### config.mk
export PLATFORM = sky130hd
export DESIGN_NAME = ptw_top
export DESIGN_NICKNAME = d
export VERILOG_FILES = /design/src/rtl/ptw_pkg.sv /design/src/rtl/ptw_index.sv /design/src/rtl/ptw_canon.sv /design/src/rtl/ptw_eval.sv /design/src/rtl/ptw_top.sv
export SDC_FILE = /design/constraint.sdc
export NUM_CORES = 1
export LEC_CHECK = 0
export BUFFER_PORTS_ARGS = -buffer_cell sky130_fd_sc_hd__clkbuf_2
export CAP_MARGIN = 20
export CORE_MARGIN = 3
export CORE_UTILIZATION = 25
export DETAILED_ROUTE_END_ITERATION = 8
export MAX_ROUTING_LAYER = met4
export SLEW_MARGIN = 20
export SYNTH_ARGS = -nofsm -noshare
export SYNTH_HDL_FRONTEND = slang
export SYNTH_HIERARCHICAL = 1
export SYNTH_SLANG_ARGS = --single-unit
### constraint.sdc
create_clock -name clk_i -period 3.4 [get_ports clk_i]
set_input_delay 0.51 -clock clk_i [delete_from_list [all_inputs] [get_ports clk_i]]
set_output_delay 0.51 -clock clk_i [all_outputs]
set_load 0.01 [all_outputs]
### src/rtl/ptw_pkg.sv
package ptw_pkg;
  localparam int OFF_W   = 12;
  localparam int IDX_W   = 9;
  localparam int ENT_W   = 64;
  localparam int B_PRES  = 0;
  localparam int B_WR    = 1;
  localparam int B_USER  = 2;
  localparam int B_ACC   = 5;
  localparam int B_DIRTY = 6;
  localparam int B_NX    = 63;

  typedef enum logic [1:0] {
    ACC_LOAD  = 2'd0,
    ACC_STORE = 2'd1,
    ACC_FETCH = 2'd2
  } acc_e;

  typedef enum logic [1:0] {
    FLT_NONE  = 2'd0,
    FLT_NP    = 2'd1,
    FLT_PROT  = 2'd2,
    FLT_CANON = 2'd3
  } flt_e;

  typedef struct packed {
    logic nx;
    logic user;
    logic wr;
  } perm_t;

  typedef enum logic [1:0] {
    S_IDLE,
    S_RD,
    S_WB,
    S_RSP
  } st_e;
endpackage

### src/rtl/ptw_index.sv
module ptw_index #(
  parameter int VA_W  = 64,
  parameter int OFF_W = 12,
  parameter int IDX_W = 9,
  parameter int LVL_N = 5,
  parameter int LVL_W = 3
) (
  input  logic [VA_W-1:0]  va_i,
  input  logic [LVL_W-1:0] lvl_i,
  output logic [IDX_W-1:0] idx_o
);
  logic [IDX_W-1:0] slice [LVL_N];

  for (genvar g = 0; g < LVL_N; g++) begin : g_slice
    assign slice[g] = va_i[OFF_W + IDX_W*g +: IDX_W];
  end

  always_comb begin
    idx_o = '0;
    for (int k = 0; k < LVL_N; k++) begin
      if (lvl_i == LVL_W'(k + 1)) idx_o = slice[k];
    end
  end
endmodule

### src/rtl/ptw_canon.sv
module ptw_canon #(
  parameter int VA_W  = 64,
  parameter int OFF_W = 12,
  parameter int IDX_W = 9
) (
  input  logic [VA_W-1:0] va_i,
  input  logic            five_i,
  output logic            ok_o
);
  logic ok_v [2];

  // g=0: four-level space, g=1: five-level space
  for (genvar g = 0; g < 2; g++) begin : g_mode
    localparam int TOP = OFF_W + IDX_W*(4 + g) - 1;
    logic [VA_W-1-TOP:0] hi;
    assign hi      = va_i[VA_W-1:TOP];
    assign ok_v[g] = (&hi) | ~(|hi);
  end

  assign ok_o = five_i ? ok_v[1] : ok_v[0];
endmodule

### src/rtl/ptw_eval.sv
module ptw_eval
  import ptw_pkg::*;
(
  input  logic [ENT_W-1:0] entry_i,
  input  logic             leaf_i,
  input  acc_e             acc_i,
  input  logic             user_i,
  input  perm_t            perm_i,
  output logic             present_o,
  output perm_t            perm_o,
  output logic             prot_o,
  output logic [ENT_W-1:0] upd_o,
  output logic             wb_o
);
  logic set_dirty;

  assign present_o   = entry_i[B_PRES];
  assign perm_o.wr   = perm_i.wr   & entry_i[B_WR];
  assign perm_o.user = perm_i.user & entry_i[B_USER];
  assign perm_o.nx   = perm_i.nx   | entry_i[B_NX];

  assign prot_o = leaf_i & (((acc_i == ACC_STORE) & ~perm_o.wr) |
                            (user_i & ~perm_o.user) |
                            ((acc_i == ACC_FETCH) & perm_o.nx));

  assign set_dirty = leaf_i & (acc_i == ACC_STORE) & ~prot_o;

  always_comb begin
    upd_o = entry_i;
    upd_o[B_ACC] = 1'b1;
    if (set_dirty) upd_o[B_DIRTY] = 1'b1;
  end

  assign wb_o = present_o & (upd_o != entry_i);
endmodule

### src/rtl/ptw_top.sv
module ptw_top
  import ptw_pkg::*;
#(
  parameter int PA_W  = 52,
  parameter int VA_W  = 64,
  parameter int LVL_N = 5,
  localparam int PFN_W = PA_W - OFF_W,
  localparam int LVL_W = $clog2(LVL_N + 1)
) (
  input  logic             clk_i,
  input  logic             rst_ni,
  input  logic             req_valid_i,
  input  logic [VA_W-1:0]  req_va_i,
  input  logic [1:0]       req_acc_i,
  input  logic             req_user_i,
  input  logic             five_lvl_i,
  input  logic [PFN_W-1:0] root_pfn_i,
  output logic             busy_o,
  output logic             mem_req_o,
  output logic             mem_we_o,
  output logic [PA_W-1:0]  mem_addr_o,
  output logic [ENT_W-1:0] mem_wdata_o,
  input  logic             mem_ack_i,
  input  logic [ENT_W-1:0] mem_rdata_i,
  output logic             rsp_valid_o,
  output logic [PA_W-1:0]  rsp_pa_o,
  output logic [1:0]       rsp_fault_o,
  output logic [2:0]       rsp_level_o,
  output logic [2:0]       rsp_perm_o
);
  st_e              st_q;
  logic [VA_W-1:0]  va_q;
  acc_e             acc_q;
  logic             user_q;
  logic [LVL_W-1:0] lvl_q;
  logic [PFN_W-1:0] base_q, nxt_q;
  perm_t            perm_q;
  logic [ENT_W-1:0] entry_q;
  logic [PA_W-1:0]  pa_q;
  flt_e             fault_q;

  logic             canon_ok;
  logic [IDX_W-1:0] idx;
  logic             leaf;
  logic             e_present, e_prot, e_wb;
  perm_t            e_perm;
  logic [ENT_W-1:0] e_upd;
  logic [PFN_W-1:0] e_pfn;

  ptw_canon #(.VA_W(VA_W), .OFF_W(OFF_W), .IDX_W(IDX_W)) u_canon (
    .va_i   (req_va_i),
    .five_i (five_lvl_i),
    .ok_o   (canon_ok)
  );

  ptw_index #(.VA_W(VA_W), .OFF_W(OFF_W), .IDX_W(IDX_W), .LVL_N(LVL_N), .LVL_W(LVL_W)) u_idx (
    .va_i  (va_q),
    .lvl_i (lvl_q),
    .idx_o (idx)
  );

  assign leaf  = (lvl_q == LVL_W'(1));
  assign e_pfn = mem_rdata_i[OFF_W +: PFN_W];

  ptw_eval u_eval (
    .entry_i   (mem_rdata_i),
    .leaf_i    (leaf),
    .acc_i     (acc_q),
    .user_i    (user_q),
    .perm_i    (perm_q),
    .present_o (e_present),
    .perm_o    (e_perm),
    .prot_o    (e_prot),
    .upd_o     (e_upd),
    .wb_o      (e_wb)
  );

  always_ff @(posedge clk_i or negedge rst_ni) begin
    if (!rst_ni) begin
      st_q    <= S_IDLE;
      va_q    <= '0;
      acc_q   <= ACC_LOAD;
      user_q  <= 1'b0;
      lvl_q   <= '0;
      base_q  <= '0;
      nxt_q   <= '0;
      perm_q  <= '0;
      entry_q <= '0;
      pa_q    <= '0;
      fault_q <= FLT_NONE;
    end else begin
      unique case (st_q)
        S_IDLE: begin
          if (req_valid_i) begin
            va_q    <= req_va_i;
            acc_q   <= acc_e'(req_acc_i);
            user_q  <= req_user_i;
            perm_q  <= '{nx: 1'b0, user: 1'b1, wr: 1'b1};
            base_q  <= root_pfn_i;
            lvl_q   <= five_lvl_i ? LVL_W'(5) : LVL_W'(4);
            pa_q    <= '0;
            fault_q <= canon_ok ? FLT_NONE : FLT_CANON;
            st_q    <= canon_ok ? S_RD : S_RSP;
          end
        end
        S_RD: begin
          if (mem_ack_i) begin
            if (!e_present) begin
              fault_q <= FLT_NP;
              st_q    <= S_RSP;
            end else begin
              perm_q  <= e_perm;
              entry_q <= e_upd;
              nxt_q   <= e_pfn;
              if (leaf) begin
                fault_q <= e_prot ? FLT_PROT : FLT_NONE;
                if (!e_prot) pa_q <= {e_pfn, va_q[OFF_W-1:0]};
              end
              if (e_wb) begin
                st_q <= S_WB;
              end else if (leaf) begin
                st_q <= S_RSP;
              end else begin
                lvl_q  <= lvl_q - LVL_W'(1);
                base_q <= e_pfn;
              end
            end
          end
        end
        S_WB: begin
          if (mem_ack_i) begin
            if (leaf) begin
              st_q <= S_RSP;
            end else begin
              lvl_q  <= lvl_q - LVL_W'(1);
              base_q <= nxt_q;
              st_q   <= S_RD;
            end
          end
        end
        S_RSP: st_q <= S_IDLE;
        default: st_q <= S_IDLE;
      endcase
    end
  end

  assign busy_o      = (st_q != S_IDLE);
  assign mem_req_o   = (st_q == S_RD) || (st_q == S_WB);
  assign mem_we_o    = (st_q == S_WB);
  assign mem_addr_o  = {base_q, idx, 3'b000};
  assign mem_wdata_o = entry_q;
  assign rsp_valid_o = (st_q == S_RSP);
  assign rsp_pa_o    = pa_q;
  assign rsp_fault_o = fault_q;
  assign rsp_level_o = 3'(lvl_q);
  assign rsp_perm_o  = (fault_q == FLT_NONE) ? perm_q : 3'b000;
endmodule

# Word level (Yosys, flattened, before mapping)
# Cells that the tools add are included.
[totals] register_bits=266 input_bits=176 out_inout_bits=180 word_cells=123
[classes] addsub=1 eq_ne=22 muxes=50 bitwise_logic=19 n_reduce_logical=18
[op_table] operator="$mux 40" n=7
[op_table] operator="$mux 52" n=5
[op_table] operator="$pmux 40 s3" n=1
[op_table] operator="$pmux 52 s2" n=1
[op_table] operator="$mux 9" n=5
[op_table] operator="$mux 3" n=10
[op_table] operator="$mux 2" n=14
[op_table] operator="$reduce_and 17->1" n=1
[op_table] operator="$reduce_or 17->1" n=1
[op_table] operator="$reduce_and 8->1" n=2
[op_table] operator="$ne 2x2->1 const B" n=7
[op_table] operator="$reduce_and 4->1" n=3
[op_table] operator="$reduce_and 6->1" n=2
[op_table] operator="$and 1x1->1" n=9
[op_table] operator="$pmux 3 s3" n=1
[op_table] operator="$pmux 2 s4" n=1
[op_table] operator="$reduce_or 8->1" n=1
[op_table] operator="$eq 2x2->1 const B" n=3
[op_table] operator="$eq 3x2->1 const B" n=2
[op_table] operator="$eq 3x3->1 const B" n=2
[op_table] operator="$pmux 3 s2" n=1
[op_table] operator="$not 1->1" n=5
[op_table] operator="$or 1x1->1" n=5
[op_table] operator="$eq 2x1->1 const B" n=2
[op_table] operator="other kinds (14)" n=19

# Logic depth before layout (Yosys ltp)
[logic_depth] ltp_word=15 mapped_depth=11 ltp_nobuf=8

# Cells and area by module
# Netlist, hierarchy kept.
[by_module_without_submodules] module="ptw_top" n_inst=1 cells_each=893 area_per_inst_um2=11380.9 seq_area_each_um2=6831.6
[by_module_without_submodules] module="ptw_eval" n_inst=1 cells_each=78 area_per_inst_um2=585.6 seq_area_each_um2=0.0
[by_module_without_submodules] module="ptw_index" n_inst=1 cells_each=53 area_per_inst_um2=457.9 seq_area_each_um2=0.0
[by_module_without_submodules] module="ptw_canon" n_inst=1 cells_each=17 area_per_inst_um2=90.1 seq_area_each_um2=0.0

# Worst setup path after synthesis
# Ideal clock, no wire load.
[synth_timing] path_type="register to register" startpoint="register lvl_q[0] (netlist: rsp_level_o[0])" endpoint="register base_q[0]" setup_ns=0.125 t_arrival_ns=2.283 t_required_ns=3.275 path_slack_ns=0.992 stages_incl_launch_ff=11 path_buffers=3 synth_period_minus_slack_ns=2.408 cell_sequence="dfrtp_1 -> ha_1 -> nor2b_1 -> buf_2 -> a41o_1 -> nor2b_4 -> o2111a_2 -> and2_4 -> buf_6 -> buf_12 -> mux2_4"
[synth_via] elab_chain_cells=9 word_cells_on_any_way=12 cone_classes="eq/ne (5); mux (1); bitwise (5); reduce/logical (1)"
[synth_lines] element="from (decl)" line_no="ptw_top.sv:35" text="logic [LVL_W-1:0] lvl_q;"
[synth_lines] element="from (signal assigned)" line_no="ptw_top.sv:100" text="lvl_q <= five_lvl_i ? LVL_W'(5) : LVL_W'(4);"
[synth_lines] element="from (signal assigned)" line_no="ptw_top.sv:124" text="lvl_q <= lvl_q - LVL_W'(1);"
[synth_lines] element="from (signal assigned)" line_no="ptw_top.sv:135" text="lvl_q <= lvl_q - LVL_W'(1);"
[synth_lines] element="$eq 3x1->1 *" line_no="ptw_top.sv:62" text="assign leaf = (lvl_q == LVL_W'(1));"
[synth_lines] element="named net leaf" line_no="ptw_top.sv:44" text="logic leaf;"
[synth_lines] element="$and 1x1->1" line_no="ptw_eval.sv:22" text="assign prot_o = leaf_i & (((acc_i == ACC_STORE) & ~perm_o.wr) |"
[synth_lines] element="$not 1->1" line_no="ptw_eval.sv:26" text="assign set_dirty = leaf_i & (acc_i == ACC_STORE) & ~prot_o;"
[synth_lines] element="$and 1x1->1 *" line_no="ptw_eval.sv:26"
[synth_lines] element="$mux 1 *" line_no="ptw_eval.sv:31" text="if (set_dirty) upd_o[B_DIRTY] = 1'b1;"
[synth_lines] element="$ne 2x2->1 *" line_no="ptw_eval.sv:34" text="assign wb_o = present_o & (upd_o != entry_i);"
[synth_lines] element="$and 1x1->1 *" line_no="ptw_eval.sv:34"
[synth_lines] element="named net e_wb" line_no="ptw_top.sv:45" text="logic e_present, e_prot, e_wb;"
[synth_lines] element="$ne 2x2->1 (no source line) *"
[synth_lines] element="$reduce_and 8->1 (no source line) *"
[synth_lines] element="to (signal assigned)" line_no="ptw_top.sv:99" text="base_q <= root_pfn_i;"
[synth_lines] element="to (signal assigned)" line_no="ptw_top.sv:125" text="base_q <= e_pfn;"
[synth_lines] element="to (signal assigned)" line_no="ptw_top.sv:136" text="base_q <= nxt_q;"
[synth_lines] element="to (decl)" line_no="ptw_top.sv:36" text="logic [PFN_W-1:0] base_q, nxt_q;"
# Mark *: on every way through the listed nets, which the timed path passes. The rest lies on a longest branch.
# A chain may end at the register's enable or synchronous reset.

# Worst setup path in the final report
[layout_timing] startpoint="register st_q[0]" endpoint="output port mem_we_o"
[layout_via] elab_chain_cells=1
[layout_lines] element="from (decl)" line_no="ptw_top.sv:31" text="st_e st_q;"
[layout_lines] element="from (signal assigned)" line_no="ptw_top.sv:103" text="st_q <= canon_ok ? S_RD : S_RSP;"
[layout_lines] element="$eq 2x2->1" line_no="ptw_top.sv:149" text="assign mem_we_o = (st_q == S_WB);"
[layout_lines] element="to (decl)" line_no="ptw_top.sv:20" text="output logic mem_we_o,"
# Every way passes these cells.

==> metrics.txt <==
Die W=227 µm; total chip power=between 15 and 20 mW; f_max=371 MHz; FILL cells=4904; Hold/Removal Path Class=in2async; synthesized area=around 0.012 mm²; port buffer count=352; fin crit share=0.792; Rows=80; setup tns final=0 ps; clk slew on worst S/H paths=50 ps; GRT busiest layer=met2; post-DP HPWL=24500 µm; RSZ-0062 raised after global routing=no; max_cap viols=0; status=complete, no violations; later-pin clock latency in the skew report=520 ps; core box area=0.0480 mm²; crit start category=flip-flop; CP max stage cell=buf_4; Crit Path Max Fanout=42; drt first pass iters=4; CP delay by family, top=buffers and inverters; crit-path max cell delay=540 ps; crit path buf inv count=3; Mapped Cells=approximately 1000; starting density of the core=0.255; Via density=4.47; most frequent cells in the layout=clkbuf_2 (351), dfrtp_1 (266), mux2_2 (174); nets@finish=1489; leakage power=7.33 nW; Clock Sinks=266; synthesized area per cell=approximately 12 µm²; Slew Limit Fails=0; grt met1 use=0.165; gr usage total=0.132; vias=8684; die height=approximately 230 µm; Critical Path End Type=output port; most common cell after layout, fill and taps aside=clkbuf_2; Clock Tree Buf Depth=3; H-tree depth=2; CP cell instances=inv_1, ha_2, buf_4, clkbuf_2; Post CTS Setup Buffer Count=0; peak supply drop=between 0.4 and 0.5 mV; 1st-iter DRT viols=361; post-layout min period=2690 ps; Layout Skew=16.2 ps; GRT overflow=0; Resized cells post-CTS=0; number of global-route vias before repair=~8900; R2R cell count=7; met3 global-route usage=0.0398; Hold-fix buffers, CTS=0; met2 Use GR=0.205; Final GP Congestion=0.808; Crit. path cell count=4; die area=0.0517 mm²; share of cells above drive strength 1=0.492; Setup Viol. Count Final=0; CP arrival=2180 ps; first-pass GRT wire length=between 50000 and 60000 µm; Yosys Warn Count=6; largest net degree at the start of global routing=109; type of the worst setup path=reg2out; DR WL/cell=17.6 µm; DRC viols=0; P per Cell Area=roughly 1100 mW/mm²; Worst-Margin Slew=888 ps; Final Hold Vio Count=0; total CTS buffers=34; initial antenna violation count=1; Worst Path Required=2890 ps; area delta synth->final=24.7%; relative slew slack=0.408; I/O pin cnt=356; CTS Root Buffer Type=clkbuf_16; remaining antenna violation count=0; CTS tree=built; Post-Route WL=34100 µm
-- metrics by stage --
stage / hold slack, ps / std cells / utilization / instance area, µm² / worst slack, ps
after CTS: 85.9 / 1941 / 0.318 / 15300 / 611
after floorplan: 214 / 1029 / - / 12300 / 992
after global routing: 117 / 1942 / 0.318 / 15300 / 504
after global placement: 463 / 1885 / 0.295 / 14200 / 619
final: 41.8 / 1942 / 0.318 / 15300 / 706
after detailed placement: 470 / 1885 / 0.295 / 14200 / 585
-- layer usage --
layer	wire length (µm)	share of wire	vias up
met2	15400	0.45	320
met3	2840	0.083	57
met5	0	0	-
met1	14900	0.44	4264
met4	926	0.027	0
li1	-	-	4043
-- layout make-up --
cell class	instances	area, µm²	area share
diodes	1	2.50	0.000164
clock buffers	49	998	0.0653
clock inverters	7	118	0.00769
inverters	11	41.3	0.00270
multi-input cells	620	4730	0.309
flip-flops and latches	266	6660	0.435
well taps	615	769	0.0503
repair buffers	373	1980	0.129
-- flip-flops by register name (all words and copies together) (netlist names) --
signal and count:
acc_q 2, base_q 40, mem_wdata_o 64, nxt_q 40
perm_q 3, rsp_fault_o 2, rsp_level_o 3, rsp_pa_o 52
st_q 2, user_q 1, va_q 57
-- worst register-to-register path: cells and delay by family, from the launching register on --
family | cells | cell delay [ps]
buffers and inverters | 3 | 1030
AOI/OAI and AO/OA | 3 | 660
DFF | 1 | 430
adders and majority gates | 1 | 360
-- final timing paths --
kind / startpoint / to / slack, ps
worst max register to register: st_q[1] / rsp_pa_o[27] / 760
worst max-delay path: st_q[0] / mem_we_o / 710
min in group clk_i: req_user_i / user_q / 220
worst min-delay path: rst_ni / mem_wdata_o[41] / 40
max in group asynchronous: rst_ni / mem_wdata_o[53] / 2430
worst min register to register: rsp_pa_o[30] / rsp_pa_o[30] / 480
-- power breakdown --
group / switching (mW) / internal, mW / total (mW)
clock: 1.35 / 2.26 / 3.61
combinational: 3.76 / 3.51 / 7.26
sequential: 0.797 / 4.66 / 5.45
Power figures use the tool's default switching activity.
